## src/rtl/por_cfg_pkg.sv

```systemverilog
// Shared types of the power-on configuration sequencer.
// Assumes: nothing beyond IEEE 1800-2017 packages.
package por_cfg_pkg;

    // Stage code seen on the stage output; values are part of the interface.
    typedef enum logic [1:0] {
        ST_POR  = 2'b00,
        ST_RST  = 2'b01,
        ST_CFG  = 2'b10,
        ST_INIT = 2'b11
    } stage_t;

endpackage

```

## src/rtl/por_sync.sv

```systemverilog
// Two-flop synchronizer bank for asynchronous board-level inputs.
// Assumes: each bit is independent; no bus coherency is needed.
// Reset value of every stage is 0 so nothing looks released before it is.
module por_sync #(
    parameter int W = 2
) (
    input  logic         clk,
    input  logic         rst_n,
    input  logic [W-1:0] d,
    output logic [W-1:0] q
);

    for (genvar i = 0; i < W; i++) begin : g_bit
        logic [1:0] sh;

        // Shift the raw bit through two flops.
        always_ff @(posedge clk) begin
            if (!rst_n) sh <= 2'b00;
            else        sh <= {sh[0], d[i]};
        end

        assign q[i] = sh[1];
    end

endmodule

```

## src/rtl/por_timer.sv

```systemverilog
// Shared cycle counter for the power-on delay and the initialization wait.
// Assumes: all cycle counts are at least 2 and fit in CW bits; clr pulses
// on every stage change so the count always starts from zero.
// done is high in the last cycle of the window; expired follows one cycle
// later and stays high until the next clear.
module por_timer
    import por_cfg_pkg::*;
#(
    parameter int POR_LONG_CYC  = 20_000_000,
    parameter int POR_SHORT_CYC = 2_400_000,
    parameter int INIT_CYC      = 64,
    parameter int CW            = 25
) (
    input  logic   clk,
    input  logic   rst_n,
    input  logic   clr,
    input  logic   sel_short,
    input  stage_t stage,
    output logic   done,
    output logic   expired
);

    localparam logic [CW-1:0] LONG_M1  = CW'(POR_LONG_CYC - 1);
    localparam logic [CW-1:0] SHORT_M1 = CW'(POR_SHORT_CYC - 1);
    localparam logic [CW-1:0] INIT_M1  = CW'(INIT_CYC - 1);

    logic [CW-1:0] cnt;
    logic [CW-1:0] lim_m1;

    // Pick the terminal count for the current stage.
    always_comb begin
        if (stage == ST_POR) lim_m1 = sel_short ? SHORT_M1 : LONG_M1;
        else                 lim_m1 = INIT_M1;
    end

    assign done = (cnt == lim_m1);

    // Count up to the terminal value and hold there.
    always_ff @(posedge clk) begin
        if (!rst_n || clr) cnt <= '0;
        else if (!done)    cnt <= cnt + CW'(1);
    end

    // Remember that the window has elapsed.
    always_ff @(posedge clk) begin
        if (!rst_n || clr) expired <= 1'b0;
        else if (done)     expired <= 1'b1;
    end

    assert_cnt_in_range_R1: assert property (@(posedge clk) disable iff (!rst_n)
        cnt <= lim_m1);

    assert_expired_after_done_R7: assert property (@(posedge clk) disable iff (!rst_n)
        $rose(expired) |-> $past(done));

endmodule

```

## src/rtl/por_stage_fsm.sv

```systemverilog
// Stage sequencer: power-on, reset, configuration, initialization.
// Assumes: req_ok and stat_ok are already synchronized; load_done comes
// from the bitstream loader in this clock domain.
module por_stage_fsm
    import por_cfg_pkg::*;
(
    input  logic   clk,
    input  logic   rst_n,
    input  logic   req_ok,
    input  logic   stat_ok,
    input  logic   load_done,
    input  logic   tmr_done,
    output stage_t stage,
    output logic   stage_chg
);

    stage_t nxt;

    // Next-stage decision.
    always_comb begin
        nxt = stage;
        unique case (stage)
            ST_POR:  if (tmr_done) nxt = ST_RST;
            ST_RST:  if (req_ok && stat_ok) nxt = ST_CFG;
            ST_CFG: begin
                if (!req_ok)        nxt = ST_RST;
                else if (load_done) nxt = ST_INIT;
            end
            ST_INIT: if (!req_ok) nxt = ST_RST;
            default: nxt = ST_POR;
        endcase
    end

    assign stage_chg = (nxt != stage);

    // Stage register with synchronous reset to power-on.
    always_ff @(posedge clk) begin
        if (!rst_n) stage <= ST_POR;
        else        stage <= nxt;
    end

    assert_por_exits_to_reset_R1: assert property (@(posedge clk) disable iff (!rst_n)
        (stage == ST_POR) |=> (stage == ST_POR || stage == ST_RST));

    assert_reset_holds_R5: assert property (@(posedge clk) disable iff (!rst_n)
        (stage == ST_RST && !(req_ok && stat_ok)) |=> (stage == ST_RST));

    assert_load_starts_init_R6: assert property (@(posedge clk) disable iff (!rst_n)
        (stage == ST_CFG && req_ok && load_done) |=> (stage == ST_INIT));

    assert_withdraw_returns_R8: assert property (@(posedge clk) disable iff (!rst_n)
        ((stage == ST_CFG || stage == ST_INIT) && !req_ok) |=> (stage == ST_RST));

endmodule

```

## src/rtl/por_cfg_seq.sv

```systemverilog
// Power-on reset and configuration-start sequencer (top).
// Assumes: pwr_ok is already clean in this clock domain and acts as the
// synchronous active-low reset; dly_short and pu_dis are static straps;
// cfg_req_n and stat_in are asynchronous and are synchronized here.
// Outputs are decoded from registered state and synchronized inputs.
module por_cfg_seq
    import por_cfg_pkg::*;
#(
    parameter int POR_LONG_CYC  = 20_000_000,
    parameter int POR_SHORT_CYC = 2_400_000,
    parameter int INIT_CYC      = 64
) (
    input  logic       clk,
    input  logic       pwr_ok,
    input  logic       dly_short,
    input  logic       cfg_req_n,
    input  logic       stat_in,
    input  logic       pu_dis,
    input  logic       load_done,
    output logic       stat_pull_low,
    output logic       io_hiz,
    output logic       weak_pu_en,
    output logic [1:0] stage
);

    localparam int MAX_A = (POR_LONG_CYC > POR_SHORT_CYC) ? POR_LONG_CYC : POR_SHORT_CYC;
    localparam int MAX_C = (MAX_A > INIT_CYC) ? MAX_A : INIT_CYC;
    localparam int CW    = $clog2(MAX_C + 1);

    logic [1:0] raw_in;
    logic [1:0] syn_in;
    logic       req_ok;
    logic       stat_ok;
    logic       sel_q;
    logic       tmr_done;
    logic       tmr_exp;
    logic       stage_chg;
    stage_t     st;

    assign raw_in  = {stat_in, cfg_req_n};
    assign req_ok  = syn_in[0];
    assign stat_ok = syn_in[1];

    // Capture the delay strap while power is not yet good.
    always_ff @(posedge clk) begin
        if (!pwr_ok) sel_q <= dly_short;
    end

    por_sync #(.W(2)) u_sync (
        .clk   (clk),
        .rst_n (pwr_ok),
        .d     (raw_in),
        .q     (syn_in)
    );

    por_timer #(
        .POR_LONG_CYC  (POR_LONG_CYC),
        .POR_SHORT_CYC (POR_SHORT_CYC),
        .INIT_CYC      (INIT_CYC),
        .CW            (CW)
    ) u_tmr (
        .clk       (clk),
        .rst_n     (pwr_ok),
        .clr       (stage_chg),
        .sel_short (sel_q),
        .stage     (st),
        .done      (tmr_done),
        .expired   (tmr_exp)
    );

    por_stage_fsm u_fsm (
        .clk       (clk),
        .rst_n     (pwr_ok),
        .req_ok    (req_ok),
        .stat_ok   (stat_ok),
        .load_done (load_done),
        .tmr_done  (tmr_done),
        .stage     (st),
        .stage_chg (stage_chg)
    );

    // Decode pin controls from the stage and the synchronized request.
    always_comb begin
        stat_pull_low = (st == ST_POR) || (st == ST_RST && !req_ok);
        io_hiz        = !(st == ST_INIT && tmr_exp);
        weak_pu_en    = !pu_dis && (st != ST_POR) && io_hiz;
    end

    assign stage = st;

    assert_por_pins_R2: assert property (@(posedge clk) disable iff (!pwr_ok)
        (st == ST_POR) |-> (stat_pull_low && io_hiz && !weak_pu_en));

    assert_pullup_gate_R9: assert property (@(posedge clk) disable iff (!pwr_ok)
        weak_pu_en |-> (io_hiz && !pu_dis && st != ST_POR));

    assert_release_after_por_R4: assert property (@(posedge clk) disable iff (!pwr_ok)
        (st == ST_RST && req_ok) |-> !stat_pull_low);

endmodule

```

## config.mk

```make
export PLATFORM = sky130hd
export DESIGN_NAME = por_cfg_seq
export DESIGN_NICKNAME = d
export VERILOG_FILES = /design/src/rtl/por_cfg_pkg.sv /design/src/rtl/por_sync.sv /design/src/rtl/por_timer.sv /design/src/rtl/por_stage_fsm.sv /design/src/rtl/por_cfg_seq.sv
export SDC_FILE = /design/constraint.sdc
export NUM_CORES = 1
export LEC_CHECK = 0
export ABC_AREA = 1
export BUFFER_PORTS_ARGS = -buffer_cell sky130_fd_sc_hd__buf_2
export CORE_MARGIN = 1.5
export CORE_UTILIZATION = 60
export CTS_BUF_LIST = sky130_fd_sc_hd__clkbuf_8
export DETAILED_ROUTE_END_ITERATION = 8
export GPL_TIMING_DRIVEN = 0
export PLACE_DENSITY = 0.79
export SYNTH_ARGS = -nofsm -noshare
export SYNTH_HDL_FRONTEND = slang
export SYNTH_HIERARCHICAL = 1
export SYNTH_SLANG_ARGS = --single-unit
```

## constraint.sdc

```tcl
create_clock -name clk -period 3.9 [get_ports clk]
set_input_delay 0.195 -clock clk [delete_from_list [all_inputs] [get_ports clk]]
set_output_delay 0.195 -clock clk [all_outputs]
set_load 0.02 [all_outputs]
```

# After elaboration in Yosys (flattened, before gate mapping)
# Index checks and enable logic that the tools add are counted.
# classes
n_reduce_logical	13
mux	8
add_sub_neg	1
n_eq_ne	5
# ops
cell	n
2-to-1 mux 25 bit	2
adder 25 x 1 -> 25 bit, second input constant	1
== test 25 bit	1
2-to-1 mux 2 bit	5
one-hot mux 2 bit (4 select lines)	1
logical AND 1 bit	5
== test 2 bit, second input constant	2
zero test 1 bit	4
== test 2 x 1 -> 1 bit, second input constant	1
zero test 2 bit	1
logical OR 1 bit	2
inequality test 2 bit	1
nonzero test 2 bit	1
# totals
wordCells	33
register_bits	33
out_inout_bits	5
inputBits	7

# Depth between registers and ports, before layout
# logic_depth
word_depth	7
ltp_mapped	19
mapped_depth_nobuf	19

# Hierarchy
# Netlist, hierarchy kept.
# modules_own_cells
mod	n_inst	seq_area_each_um2	cells_per_inst	area_per_inst_um2
por_timer	1	520.5	252	1687.9
por_sync	1	80.1	14	125.1
por_stage_fsm	1	40.0	20	121.4
por_cfg_seq	1	30.0	10	68.8

# Worst setup path before layout
# Ideal clock, no wire load.
# synth_path
path_type	register to register
startpoint	register u_fsm.stage[1]
endpoint	register u_tmr.cnt[4]
arrival_time_ns	2.181
setup_time_ns	0.071
t_required_ns	3.829
synth_period_minus_slack_ns	2.252
stages_incl_launch_ff	19
path_slack_ns	1.648
n_path_buf	1
cell_sequence	dfxtp_1 > nor2_4 > nand2_1 > nand2_1 > nand2_1 > nand2_1 > inv_1 > nand3_1 > nor2_2 > nand2_2 > nand2_1 > nand2_2 > nand2_1 > nand2_1 > nand2_1 > nor2_4 > clkinv_1 > clkbuf_1 > a21oi_1
# synth_between
elab_chain_len	7
elab_cells_between_ends	14
classes_between	eq/ne (5); mux (7); reduce/logical (2)
# synth_rtl
element	line	text
start: declaration	por_stage_fsm.sv:13	output stage_t stage,
start signal: assignment	por_stage_fsm.sv:39	else stage <= nxt;
zero test 2 bit	por_timer.sv:32	if (stage == ST_POR) lim_m1 = sel_short ? SHORT_M1 : LONG_M1;
2-to-1 mux 25 bit	por_timer.sv:32	
== test 25 bit	por_timer.sv:36	assign done = (cnt == lim_m1);
net tmr_done	por_cfg_seq.sv:35	logic tmr_done;
2-to-1 mux 2 bit	por_stage_fsm.sv:23	ST_POR: if (tmr_done) nxt = ST_RST;
one-hot mux 2 bit (4 select lines)	por_stage_fsm.sv:22	unique case (stage)
inequality test 2 bit	por_stage_fsm.sv:34	assign stage_chg = (nxt != stage);
net stage_chg	por_cfg_seq.sv:37	logic stage_chg;
logical OR 1 bit	por_timer.sv:40	if (!rst_n || clr) cnt <= '0;
end signal: assignment	por_timer.sv:41	else if (!done) cnt <= cnt + CW'(1);
end: declaration	por_timer.sv:27	logic [CW-1:0] cnt;
# The timed path passes the listed nets, and every way through them passes these cells.
# A chain may end at the register's enable or synchronous reset.

# Worst setup path in the final report
# Same ends and word-level chain as after synthesis.

==> results.md <==
* CTS Buffer Depth at 2
* EDFF count, synth at 1
* First drt pass iteration count at 4
* Status: finished, final reports clean
* Setup bufs post-CTS at 0
* Vias per cell at 5.11
* Die ar. at between 3000 and 4000 sq um
* Most frequent CP cell: nand2_1
* Slew Limit Headroom at 0.660
* Synthesized flop and latch total at 33
* Min-delay worst type: in2reg
* DRC Markers at 0
* Clk slew on worst S/H paths at 70 ps
* Final instance area at 2200 sq um
* Hold wc startpoint: dly_short
* Global-route usage over all layers at 0.257
* Fmax at 0.360 GHz
* H-tree depth at 2
* Post-Synthesis Cells at roughly 300
* Final count of negative-setup-slack endpoints at 0
* Clock network latency to the later pin of the worst-skew pair at 280 ps
* Antenna-violating nets left at 0
* Critical R2R Capture: u_tmr/cnt[4]
* Critical path class: reg2reg
* CP endpoint kind: flop
* Pin count of the biggest net entering global routing at 11
* RSZ-0062 raised after global routing: no
* # fillers at approximately 280
* DRT iter0 DRCs at about 110
* # IOs at 12
* Setup ws final at 1120 ps
* Cell Area, Placed at 2110 sq um
* Final hold viol count at 0
* Die Y at 60.8 um
* CP peak stage delay at 410 ps
* Clock tree from TritonCTS: yes
* Detailed placement HPWL at 3.26 mm
* Synth top area cells: dfxtp_1 32%, nand2_1 13%, nor2_1 7.1%
* R2R Setup Slk at between 1000 and 1500 ps
* Number of synthesis warnings at 6
* Total of max-cap violations at 0
* Top cell type's share of synthesized area at 0.320
* Critical Path Start Type: flop
* Vias in the first global route at 1576
* CTS Hold Buffers Added at 0
* Worst slack at placement at 1110 ps
* FF+latch area at about 670 sq um
* First-pass GRT wire length at 7.00 mm
* Post-synth top cells: 70 x nand2_1, 38 x nor2_1, 36 x inv_1
* Post-Synthesis Cell Area at 2000 sq um
* Worst-path fanout max at 10
* Vias at 1833
* Top Usage Layer GRT: met2
* Primary FF master, synth: dfxtp_1
* GPL Wtd Cong at around 0.90
* Distinct cell type count after synthesis at 33
* Seq/Total Area, Yosys at 0.335
* Rows at 20
* DIE WIDTH at 60.8 um
* Fin Hold WS at 85.9 ps
* Critical R2R Launch: u_fsm/stage[1]
* FF-to-FF path depth at 18
* Static leakage at 0.000971 uW
* Slowest CP cell: dfxtp_1
* Multi-input logic area at 1120 sq um
* Initial Util at 0.646
* Layout cells sized above 1 at 0.197
* Tightest Pin Transition at 510 ps
* Layout area overhead at 9.62%
* Max-slew violations at 0
* M1 GR Usage at 0.355
* Peak VDD IR at roughly 0.00016 V
* Num CTS Buffers at 5
* Crit path required time at just over 4000 ps
* Tcrit/Tclk final at 0.713
* IO buf count at 11
* Pwr/cell area at between 200 and 300 nW/um^2
* GR Layer Usage met3 at 0.0512
* Core box area at 3100 sq um
* Antenna violations before repair at 0
* CP Cell Sequence: nor2_4, nand2_1, nand2_1, nand2_1, nand2_1, inv_1, nand3_1, nor2_2, nand2_2, nand2_1, nand2_2, nand2_1, nand2_1, nand2_1, nor2_4, clkinv_1, clkbuf_1, a21oi_1
* Hold Path Cell Cnt at 1
* Fin crit period at approximately 2800 ps
* Setup TNS at 0 ps
* ANT cells at 0
* Clock skew at 1.89 ps
* Top-count cell post-synth: nand2_1
* Synthesized net count at 304
* Dominant cell type by area after synthesis: dfxtp_1
* Syn Area/Cell at around 6.8 sq um
* Met2 Use GR at 0.422
* Post-CTS resize count at 0
* Fraction of registers with async set/reset at 0
* Routed len/inst at 11.7 um
* CTS sink cnt at 33
* Crit path DAT at 2990 ps
* Grt total ovfl at 0
* Hold path endpoint: sel_q
* # nets final at 322
* DRT Wirelength at about 4.2 mm
* CTS root buf: clkbuf_8
==> report_power, final <==
group          switching (uW)  leakage [uW]  internal [uW]
registers                4.64      0.000269            344
clock network             124     0.0000491            121
logic                    19.1      0.000653           11.7
==> state kept, by name (all words and copies together) (netlist names) <==
signal	flops
u_sync/g_bit.sh	4
u_fsm/stage	2
sel_q	1
u_tmr/cnt	25
u_tmr/expired	1
==> critical path: cells and delay by family, from the launching register on <==
family | cells | cell delay [ps]
buffers and inverters | 3 | 770
AO/OA/AOI/OAI | 1 | 180
flip-flops | 1 | 410
AND/OR/NAND/NOR | 14 | 1350
==> stage by stage <==
stage	cells	total power, uW	utilization
detailed placement	351	387	0.681
CTS	359	629	0.708
global route	359	650	0.708
floorplan	296	378	-
global placement	351	386	0.681
finish	359	624	0.708
==> layout by cell type, fill, tap and decap left out, types with 3 or more instances in the layout <==
cell type  instances
a21oi_1           18
buf_2             13
clkbuf_8           5
dfxtp_1           32
inv_1             37
inv_2             10
nand2_1           70
nand2_2            8
nand3_1           18
nand3_2            3
nand4_1            9
nor2_1            38
nor2_2             4
nor2_4             5
nor3_1             3
o21ai_0            5
xor2_1            10
==> worst max-delay path by stage <==
stage	depth (start not counted)	start	end
floorplan	18	u_fsm/stage[1]	u_tmr/cnt[4]
global placement	18	u_fsm/stage[1]	u_tmr/cnt[4]
detailed placement	18	u_fsm/stage[1]	u_tmr/cnt[5]
CTS	18	u_fsm/stage[1]	u_tmr/cnt[5]
global route	18	u_fsm/stage[1]	u_tmr/cnt[5]
finish	18	u_fsm/stage[1]	u_tmr/cnt[4]
==> layout make-up <==
type,count,area share
multi-input combinational,210,0.512
sequential,33,0.305
inverter,48,0.0821
clock buffer,5,0.0313
timing repair buffer,11,0.0251
tap,44,0.0251
buffer,5,0.0131
clock inverter,3,0.00627
==> per-layer routing <==
metal | wire length [um] | share of wire
met1 | 2020 | 0.48
met2 | 1990 | 0.47
met3 | 192 | 0.046
met4 | 20 | 0.0047
met5 | 0 | 0
==> logic make-up (layout without fill, tap and decap cells) <==
family,count (synthesis),after routing,share of synthesized area
simple gates,169,169,0.425
buf+inv,53,72,0.104
flops,33,33,0.335
compound gates,28,28,0.0768
xor+xnor,12,12,0.0525
fa+ha+maj,1,1,0.00625
Note: power is estimated with default switching activity, not from simulation.
